===== config.mk =====
export PLATFORM = sky130hd
export DESIGN_NAME = subfield_drive_seq
export DESIGN_NICKNAME = d
export VERILOG_FILES = /design/src/rtl/sfd_pkg.sv /design/src/rtl/sfd_cfg_shadow.sv /design/src/rtl/sfd_phase_timer.sv /design/src/rtl/sfd_gate_decode.sv /design/src/rtl/subfield_drive_seq.sv
export SDC_FILE = /design/constraint.sdc
export NUM_CORES = 1
export LEC_CHECK = 0
export ABC_AREA = 1
export BUFFER_PORTS_ARGS = -buffer_cell sky130_fd_sc_hd__clkbuf_2
export CAP_MARGIN = 10
export CORE_AREA = 2 2 185 187
export CTS_CLUSTER_DIAMETER = 120
export DETAILED_ROUTE_END_ITERATION = 16
export DIE_AREA = 0 0 187 189
export PLACE_DENSITY = 0.54
export SYNTH_ARGS = -nofsm -noshare
export SYNTH_HDL_FRONTEND = slang
export SYNTH_SLANG_ARGS = --single-unit

===== constraint.sdc =====
create_clock -name clk -period 4.8 [get_ports clk]
set_input_delay 0.96 -clock clk [delete_from_list [all_inputs] [get_ports clk]]
set_output_delay 0.96 -clock clk [all_outputs]
set_load 0.005 [all_outputs]

===== src/rtl/sfd_pkg.sv =====
package sfd_pkg;
  typedef enum logic [3:0] {
    ST_IDLE,
    ST_RUP,
    ST_RUP_GAP,
    ST_RDN,
    ST_RDN_GAP,
    ST_ADDR,
    ST_ADDR_GAP,
    ST_SUS,
    ST_SUS_GAP
  } seq_state_t;

  typedef struct packed {
    logic y_rup;
    logic y_rdn;
    logic y_sus;
    logic x_sus;
  } gate_vec_t;
endpackage


===== src/rtl/sfd_cfg_shadow.sv =====
module sfd_cfg_shadow #(
  parameter int DUR_W  = 16,
  parameter int BASE_W = 4
) (
  input  logic              clk,
  input  logic              rst_n,
  input  logic              idle,
  input  logic [DUR_W-1:0]  raw_up,
  input  logic [DUR_W-1:0]  raw_dn,
  input  logic [DUR_W-1:0]  raw_slot,
  input  logic [DUR_W-1:0]  raw_pulse,
  input  logic [DUR_W-1:0]  raw_first,
  input  logic [DUR_W-1:0]  raw_dead,
  input  logic [BASE_W-1:0] raw_base,
  output logic [DUR_W-1:0]  up_m1,
  output logic [DUR_W-1:0]  dn_m1,
  output logic [DUR_W-1:0]  slot_m1,
  output logic [DUR_W-1:0]  pulse_m1,
  output logic [DUR_W-1:0]  first_m1,
  output logic [DUR_W-1:0]  dead_m1,
  output logic [BASE_W-1:0] base_eff
);
  localparam int NLEN = 6;

  logic [DUR_W-1:0]  raw_len [NLEN];
  logic [DUR_W-1:0]  live_m1 [NLEN];
  logic [DUR_W-1:0]  held_m1 [NLEN];
  logic [DUR_W-1:0]  eff_m1  [NLEN];
  logic [BASE_W-1:0] live_base, held_base;

  assign raw_len[0] = raw_up;
  assign raw_len[1] = raw_dn;
  assign raw_len[2] = raw_slot;
  assign raw_len[3] = raw_pulse;
  assign raw_len[4] = raw_first;
  assign raw_len[5] = raw_dead;

  // clamp lengths (slot needs two cycles: latch then scan)
  for (genvar g = 0; g < NLEN; g++) begin : g_len
    localparam int MINLEN = (g == 2) ? 2 : 1;
    always_comb begin
      if (raw_len[g] < DUR_W'(MINLEN)) live_m1[g] = DUR_W'(MINLEN - 1);
      else                             live_m1[g] = raw_len[g] - DUR_W'(1);
    end

    always_ff @(posedge clk or negedge rst_n) begin
      if (!rst_n)    held_m1[g] <= '0;
      else if (idle) held_m1[g] <= live_m1[g];
    end

    // live values pass through only while idle
    assign eff_m1[g] = idle ? live_m1[g] : held_m1[g];

    assert_cfg_hold_R11: assert property (@(posedge clk) disable iff (!rst_n)
      (!idle && !$past(idle)) |-> $stable(held_m1[g]));
  end

  assign live_base = (raw_base == '0) ? BASE_W'(1) : raw_base;

  always_ff @(posedge clk or negedge rst_n) begin
    if (!rst_n)    held_base <= BASE_W'(1);
    else if (idle) held_base <= live_base;
  end

  assign base_eff = idle ? live_base : held_base;
  assign up_m1    = eff_m1[0];
  assign dn_m1    = eff_m1[1];
  assign slot_m1  = eff_m1[2];
  assign pulse_m1 = eff_m1[3];
  assign first_m1 = eff_m1[4];
  assign dead_m1  = eff_m1[5];
endmodule


===== src/rtl/sfd_phase_timer.sv =====
module sfd_phase_timer #(
  parameter int W = 16
) (
  input  logic         clk,
  input  logic         rst_n,
  input  logic         load,
  input  logic [W-1:0] load_val,
  output logic [W-1:0] cnt,
  output logic         last
);
  always_ff @(posedge clk or negedge rst_n) begin
    if (!rst_n)             cnt <= '0;
    else if (load)          cnt <= load_val;
    else if (cnt != '0)     cnt <= cnt - W'(1);
  end

  assign last = (cnt == '0);

  assert_timer_down_R8: assert property (@(posedge clk) disable iff (!rst_n)
    (!$past(load) && $past(cnt) != '0) |-> (cnt == $past(cnt) - W'(1)));
endmodule


===== src/rtl/sfd_gate_decode.sv =====
module sfd_gate_decode
  import sfd_pkg::*;
(
  input  logic       clk,
  input  logic       rst_n,
  input  seq_state_t st,
  input  logic       pulse_odd,
  input  logic       slot_first,
  output gate_vec_t  gates,
  output logic       x_bias,
  output logic       ph_rst,
  output logic       ph_adr,
  output logic       ph_sus,
  output logic       busy,
  output logic       latch,
  output logic       scan
);
  always_comb begin
    gates       = '0;
    gates.y_rup = (st == ST_RUP);
    gates.y_rdn = (st == ST_RDN);
    gates.y_sus = (st == ST_SUS) && !pulse_odd;
    gates.x_sus = (st == ST_SUS) && pulse_odd;
  end

  assign x_bias = (st == ST_RDN);
  assign ph_rst = (st == ST_RUP) || (st == ST_RUP_GAP) || (st == ST_RDN) || (st == ST_RDN_GAP);
  assign ph_adr = (st == ST_ADDR) || (st == ST_ADDR_GAP);
  assign ph_sus = (st == ST_SUS) || (st == ST_SUS_GAP);
  assign busy   = (st != ST_IDLE);
  assign latch  = (st == ST_ADDR) && slot_first;
  assign scan   = (st == ST_ADDR) && !slot_first;

  assert_gate_onehot_R8: assert property (@(posedge clk) disable iff (!rst_n)
    $onehot0(gates));

  assert_gate_gap_R8: assert property (@(posedge clk) disable iff (!rst_n)
    ($past(gates) != '0 && gates != '0) |-> (gates == $past(gates)));

  assert_latch_lead_R4: assert property (@(posedge clk) disable iff (!rst_n)
    $rose(scan) |-> $past(latch));

  assert_phase_onehot_R2: assert property (@(posedge clk) disable iff (!rst_n)
    busy |-> $onehot({ph_rst, ph_adr, ph_sus}));
endmodule


===== src/rtl/subfield_drive_seq.sv =====
module subfield_drive_seq
  import sfd_pkg::*;
#(
  parameter int NUM_ROWS = 480,
  parameter int NUM_SF   = 8,
  parameter int DUR_W    = 16,
  parameter int BASE_W   = 4,
  localparam int ROW_W   = $clog2(NUM_ROWS),
  localparam int SF_W    = $clog2(NUM_SF)
) (
  input  logic              clk,
  input  logic              rst_n,
  input  logic              frame_start,
  input  logic [DUR_W-1:0]  cfg_rampup_len,
  input  logic [DUR_W-1:0]  cfg_rampdn_len,
  input  logic [DUR_W-1:0]  cfg_slot_len,
  input  logic [DUR_W-1:0]  cfg_pulse_len,
  input  logic [DUR_W-1:0]  cfg_first_len,
  input  logic [DUR_W-1:0]  cfg_dead_len,
  input  logic [BASE_W-1:0] cfg_base_cnt,
  output logic              busy,
  output logic              ph_reset,
  output logic              ph_address,
  output logic              ph_sustain,
  output logic [SF_W-1:0]   sf_index,
  output logic [ROW_W-1:0]  row_idx,
  output logic              latch_stb,
  output logic              scan_en,
  output logic              gate_y_rup,
  output logic              gate_y_rdn,
  output logic              x_bias_en,
  output logic              gate_x_sus,
  output logic              gate_y_sus,
  output logic              frame_done
);
  localparam int PC_W = BASE_W + NUM_SF - 1;
  localparam logic [ROW_W-1:0] ROW_LAST = ROW_W'(NUM_ROWS - 1);
  localparam logic [SF_W-1:0]  SF_LAST  = SF_W'(NUM_SF - 1);

  seq_state_t        st, st_nx;
  logic [SF_W-1:0]   sf_q;
  logic [ROW_W-1:0]  row_q;
  logic [PC_W-1:0]   pulse_q, pulse_span, pulse_end;
  logic              done_q;

  logic [DUR_W-1:0]  up_m1, dn_m1, slot_m1, pulse_m1, first_m1, dead_m1;
  logic [BASE_W-1:0] base_eff;

  logic              tmr_load, tmr_last;
  logic [DUR_W-1:0]  tmr_val, tmr_cnt;

  logic              train_end, frame_end, row_end;
  gate_vec_t         gates;

  sfd_cfg_shadow #(.DUR_W(DUR_W), .BASE_W(BASE_W)) cfg_i (
    .clk(clk), .rst_n(rst_n), .idle(st == ST_IDLE),
    .raw_up(cfg_rampup_len), .raw_dn(cfg_rampdn_len), .raw_slot(cfg_slot_len),
    .raw_pulse(cfg_pulse_len), .raw_first(cfg_first_len), .raw_dead(cfg_dead_len),
    .raw_base(cfg_base_cnt),
    .up_m1(up_m1), .dn_m1(dn_m1), .slot_m1(slot_m1), .pulse_m1(pulse_m1),
    .first_m1(first_m1), .dead_m1(dead_m1), .base_eff(base_eff)
  );

  sfd_phase_timer #(.W(DUR_W)) tmr_i (
    .clk(clk), .rst_n(rst_n), .load(tmr_load), .load_val(tmr_val),
    .cnt(tmr_cnt), .last(tmr_last)
  );

  // binary-weighted pulse count per sub-field
  assign pulse_span = PC_W'(base_eff) << sf_q;
  assign pulse_end  = pulse_span - PC_W'(1);
  assign train_end  = (pulse_q == pulse_end);
  assign frame_end  = train_end && (sf_q == SF_LAST);
  assign row_end    = (row_q == ROW_LAST);

  always_comb begin
    st_nx    = st;
    tmr_load = 1'b0;
    tmr_val  = '0;
    unique case (st)
      ST_IDLE: if (frame_start) begin
        st_nx = ST_RUP; tmr_load = 1'b1; tmr_val = up_m1;
      end
      ST_RUP: if (tmr_last) begin
        st_nx = ST_RUP_GAP; tmr_load = 1'b1; tmr_val = dead_m1;
      end
      ST_RUP_GAP: if (tmr_last) begin
        st_nx = ST_RDN; tmr_load = 1'b1; tmr_val = dn_m1;
      end
      ST_RDN: if (tmr_last) begin
        st_nx = ST_RDN_GAP; tmr_load = 1'b1; tmr_val = dead_m1;
      end
      ST_RDN_GAP: if (tmr_last) begin
        st_nx = ST_ADDR; tmr_load = 1'b1; tmr_val = slot_m1;
      end
      ST_ADDR: if (tmr_last) begin
        tmr_load = 1'b1;
        if (row_end) begin
          st_nx = ST_ADDR_GAP; tmr_val = dead_m1;
        end else begin
          tmr_val = slot_m1;
        end
      end
      ST_ADDR_GAP: if (tmr_last) begin
        st_nx = ST_SUS; tmr_load = 1'b1; tmr_val = first_m1;
      end
      ST_SUS: if (tmr_last) begin
        st_nx = ST_SUS_GAP; tmr_load = 1'b1; tmr_val = dead_m1;
      end
      ST_SUS_GAP: if (tmr_last) begin
        if (frame_end) begin
          st_nx = ST_IDLE;
        end else if (train_end) begin
          st_nx = ST_RUP; tmr_load = 1'b1; tmr_val = up_m1;
        end else begin
          st_nx = ST_SUS; tmr_load = 1'b1; tmr_val = pulse_m1;
        end
      end
      default: st_nx = ST_IDLE;
    endcase
  end

  always_ff @(posedge clk or negedge rst_n) begin
    if (!rst_n) begin
      st      <= ST_IDLE;
      sf_q    <= '0;
      row_q   <= '0;
      pulse_q <= '0;
      done_q  <= 1'b0;
    end else begin
      st     <= st_nx;
      done_q <= (st == ST_SUS_GAP) && tmr_last && frame_end;
      if (st == ST_SUS_GAP && tmr_last && train_end)
        sf_q <= frame_end ? '0 : sf_q + SF_W'(1);
      if (st == ST_ADDR && tmr_last)
        row_q <= row_end ? '0 : row_q + ROW_W'(1);
      if (st == ST_ADDR_GAP && tmr_last)
        pulse_q <= '0;
      else if (st == ST_SUS_GAP && tmr_last && !train_end)
        pulse_q <= pulse_q + PC_W'(1);
    end
  end

  sfd_gate_decode dec_i (
    .clk(clk), .rst_n(rst_n), .st(st), .pulse_odd(pulse_q[0]),
    .slot_first(tmr_cnt == slot_m1),
    .gates(gates), .x_bias(x_bias_en),
    .ph_rst(ph_reset), .ph_adr(ph_address), .ph_sus(ph_sustain),
    .busy(busy), .latch(latch_stb), .scan(scan_en)
  );

  assign gate_y_rup = gates.y_rup;
  assign gate_y_rdn = gates.y_rdn;
  assign gate_y_sus = gates.y_sus;
  assign gate_x_sus = gates.x_sus;
  assign sf_index   = sf_q;
  assign row_idx    = row_q;
  assign frame_done = done_q;

  assert_sf_order_R1: assert property (@(posedge clk) disable iff (!rst_n)
    (sf_q != $past(sf_q)) |-> (sf_q == $past(sf_q) + SF_W'(1) || sf_q == '0));

  assert_row_range_R4: assert property (@(posedge clk) disable iff (!rst_n)
    row_q <= ROW_LAST);

  assert_sus_first_y_R6: assert property (@(posedge clk) disable iff (!rst_n)
    $rose(ph_sustain) |-> gate_y_sus);

  assert_done_pulse_R10: assert property (@(posedge clk) disable iff (!rst_n)
    frame_done |=> (!frame_done && (busy || st == ST_IDLE)));

  assert_start_ignored_R9: assert property (@(posedge clk) disable iff (!rst_n)
    (busy && frame_start && !$rose(busy)) |=> !$rose(gate_y_rup) || $past(st) == ST_SUS_GAP);
endmodule


==> results.yml <==
placed_design:
  dp_hpwl_um: 26500
  globalplace.congestion: 0.901
  numPortBuffers: 126
  place_ws_ns: 0.391
floorplanning:
  die_area_um2: 35300
  core_region_area_um2: 33300
  die_h_um: 189
  rows: 67
  start_util_pct: 29.8
  pin_count: 127
  die_x_um: 187
synth:
  syn-instance-count: 1366
  syn_nets: 1482
  ys_ff_latch: 144
  yosysUniqueCellTypes: 60
  synth_ff_type: "dfrtp_1"
  netlist_top_cells_count: "nand2_1, inv_1, dfrtp_1"
  ys_seq_area_share_pct: 36.4
  syn_area_um2: 9910
  synth_edf_count: 0
  synth.area.top_cells: "dfrtp_1, nand2_1, inv_1, xor2_1, nand3_1"
  avgSynthCellArea_um2: 7.26
  yosysTopAreaCellShare_pct: 36.1
  async_flop_share_pct: 100
  yosysWarningCount: 0
  yosysTopAreaCell: "dfrtp_1"
  yosysMostFrequentCell: "nand2_1"
route:
  drtIter0Drc: 804
  routedWlPerCell_um: 17.1
  drc: 0
  antenna_left: 0
  viasPerCell: 4.96
  wirelength_um: 33500
  dr.pass1.iters: 5
  dr_total_vias: 9686
timing:
  clock.fmax_mhz: 229
  post-route-period-util_pct: 90.9
  worst_pin_slew_ns: 0.820
  tns_ns: 0
  maxSlewViolCount: 0
  relSlewSlack_pct: 45.3
  grt_setup_unrepaired: "no"
  hold_viol_final: 0
  finClkSkew_ns: 0.0187
  fin_crit_ns: 4.36
  setup_viol: 0
  worst_slack_ns: 0.439
clock_network:
  clk_pin_slew_ns: 0.07
  clock_path_buffers: 2
  clk-insertion-delay-late_ns: 0.44
  htreeDepth: 4
  cts_hold_buf: 0
  cts.root.buffer_cell: "clkbuf_16"
  cts_tree: "done"
  cts_sinks: 144
  numCtsBuffers: 17
grt:
  grt_pass1_wl_um: 51900
  grt_usage_pct: 18.8
  antenna_found_initial: 0
  grt_max_degree: 79
  first_global_vias: 9337
  grt-ovfl-total: 0
finish:
  syn_to_final_growth_pct: 17.6
  final_net_count: 1607
  drive_above_1_share_pct: 14.6
  antenna-diode-count: 0
setup_path:
  cp_max_fo: 36
  crit_top_cell: "nor2_1"
  worstPathRequired_ns: 3.84
  crit_type: "register to output port"
  cp_slowest_cell: "o22ai_1"
  worstPathArrival_ns: 3.40
  critPathCaptureType: "output port"
  start_kind: "register"
  slowest_delay_ns: 0.54
  cp_cell_sequence: "nor2_4, nand2_8, clkinv_2, nand2_1, o22ai_1, or2_2, o2111ai_1, nor2_1, nand4_1, nor2_1, nand3_1, nor2_1, clkbuf_2"
flow_run:
  max_cap_viol_count: 0
worst_hold_path:
  min-delay-path-class: "register to register"
pwr:
  p_leak_nw: 5.54
  ir_drop_v: 0.000316
  power.density_nw_per_um2: 527
status:
  status: "finished, final reports clean"
## final timing paths
check / start / endpoint / slack, ns / cells after the start
max: st[1]$_DFFE_PN0P_ / latch_stb / 0.44 / 13
min: cfg_i.held_m1[94]$_DFF_PN0_ / cfg_i.held_m1[94]$_DFF_PN0_ / 0.48 / 1
max reg2reg: st[1]$_DFFE_PN0P_ / tmr_i.cnt[5]$_DFFE_PN0P_ / 1.00 / 20
min reg2reg: cfg_i.held_m1[94]$_DFF_PN0_ / cfg_i.held_m1[94]$_DFF_PN0_ / 0.48 / 1
max in group asynchronous: rst_n / cfg_i.held_m1[82]$_DFF_PN0_ / 3.22 / 2
min in group asynchronous: rst_n / cfg_i.held_m1[52]$_DFF_PN0_ / 0.57 / 1
## sequential cells by signal (all words and copies together) (netlist names)
register,count
frame_done,1
pulse_q,11
row_idx,9
tmr_i.cnt,16
cfg_i.held_base,4
cfg_i.held_m1,96
st,4
sf_index,3
## worst max-delay path, delay by kind of cell (launching register included)
| family | cells | cell delay [ns] |
|---|---|---|
| buffers and inverters | 2 | 0.33 |
| DFF | 1 | 0.45 |
| and+or+nand+nor | 9 | 1.53 |
| AOI/OAI and AO/OA | 2 | 0.63 |
## cells by family after synthesis
logic type | Yosys count | share of synthesized area [%]
AND/OR/NAND/NOR | 625 | 28.6
buffers and inverters | 247 | 9.81
adder cells (fa/ha/maj) | 13 | 1.64
flip-flops | 144 | 36.4
XOR/XNOR | 96 | 8.48
AO/OA/AOI/OAI | 241 | 15.1
## cells in the final DEF (no fill, tap or decap), drive strengths merged, types with 7 or more instances in the layout
master,instances
o211ai,9
nand2,269
o22ai,64
o2111ai,7
nand4,16
inv,221
a21oi,35
dfrtp,143
nand3,125
ha,13
xnor2,27
nor2,149
o21ai,79
clkbuf,142
buf,15
nor4,10
nor3,41
xor2,69
## cell type report
type	instances	area (um^2)
well taps	448	561
repair buffers	140	742
multi-input cells	975	5340
fillers	3575	21600
flip-flops and latches	144	3600
clock inverters	15	184
inverters	213	801
clock buffers	17	425
## per-layer routing
layer / routed length [um] / track usage [%] / part of all wire (%) / vias up
li1: - / - / - / 4798
met1: 15100 / 25.1 / 45 / 4547
met2: 15900 / 31.4 / 48 / 298
met3: 1750 / 3.04 / 5.2 / 43
met4: 679 / 5.62 / 2.0 / 0
met5: 0 / 0 / 0 / -
## stage by stage
step | util, % | hold WS (ns) | instances | cell area [um^2] | power [mW]
finish | 35.0 | 0.482 | 1952 | 11700 | 6.14
global route | 35.0 | 0.505 | 1952 | 11700 | 6.59
CTS | 35.0 | 0.483 | 1952 | 11700 | 6.14
detailed placement | 33.2 | 0.463 | 1920 | 11000 | 4.71
global placement | 33.2 | 0.461 | 1920 | 11000 | 4.69
floorplan | - | 0.445 | 1366 | 9910 | 3.80
## what timing repair did
action / CTS / global route
setup buffers: 0 / 0
setup endpoints to repair: 0 / 1
gates resized for setup: 0 / 1
## power by group
group          switching, mW  internal, mW
clock                  0.625         0.794
combinational           1.84         0.871
sequential             0.284          1.73
total                   2.75          3.39
Power figures use the tool's default switching activity.
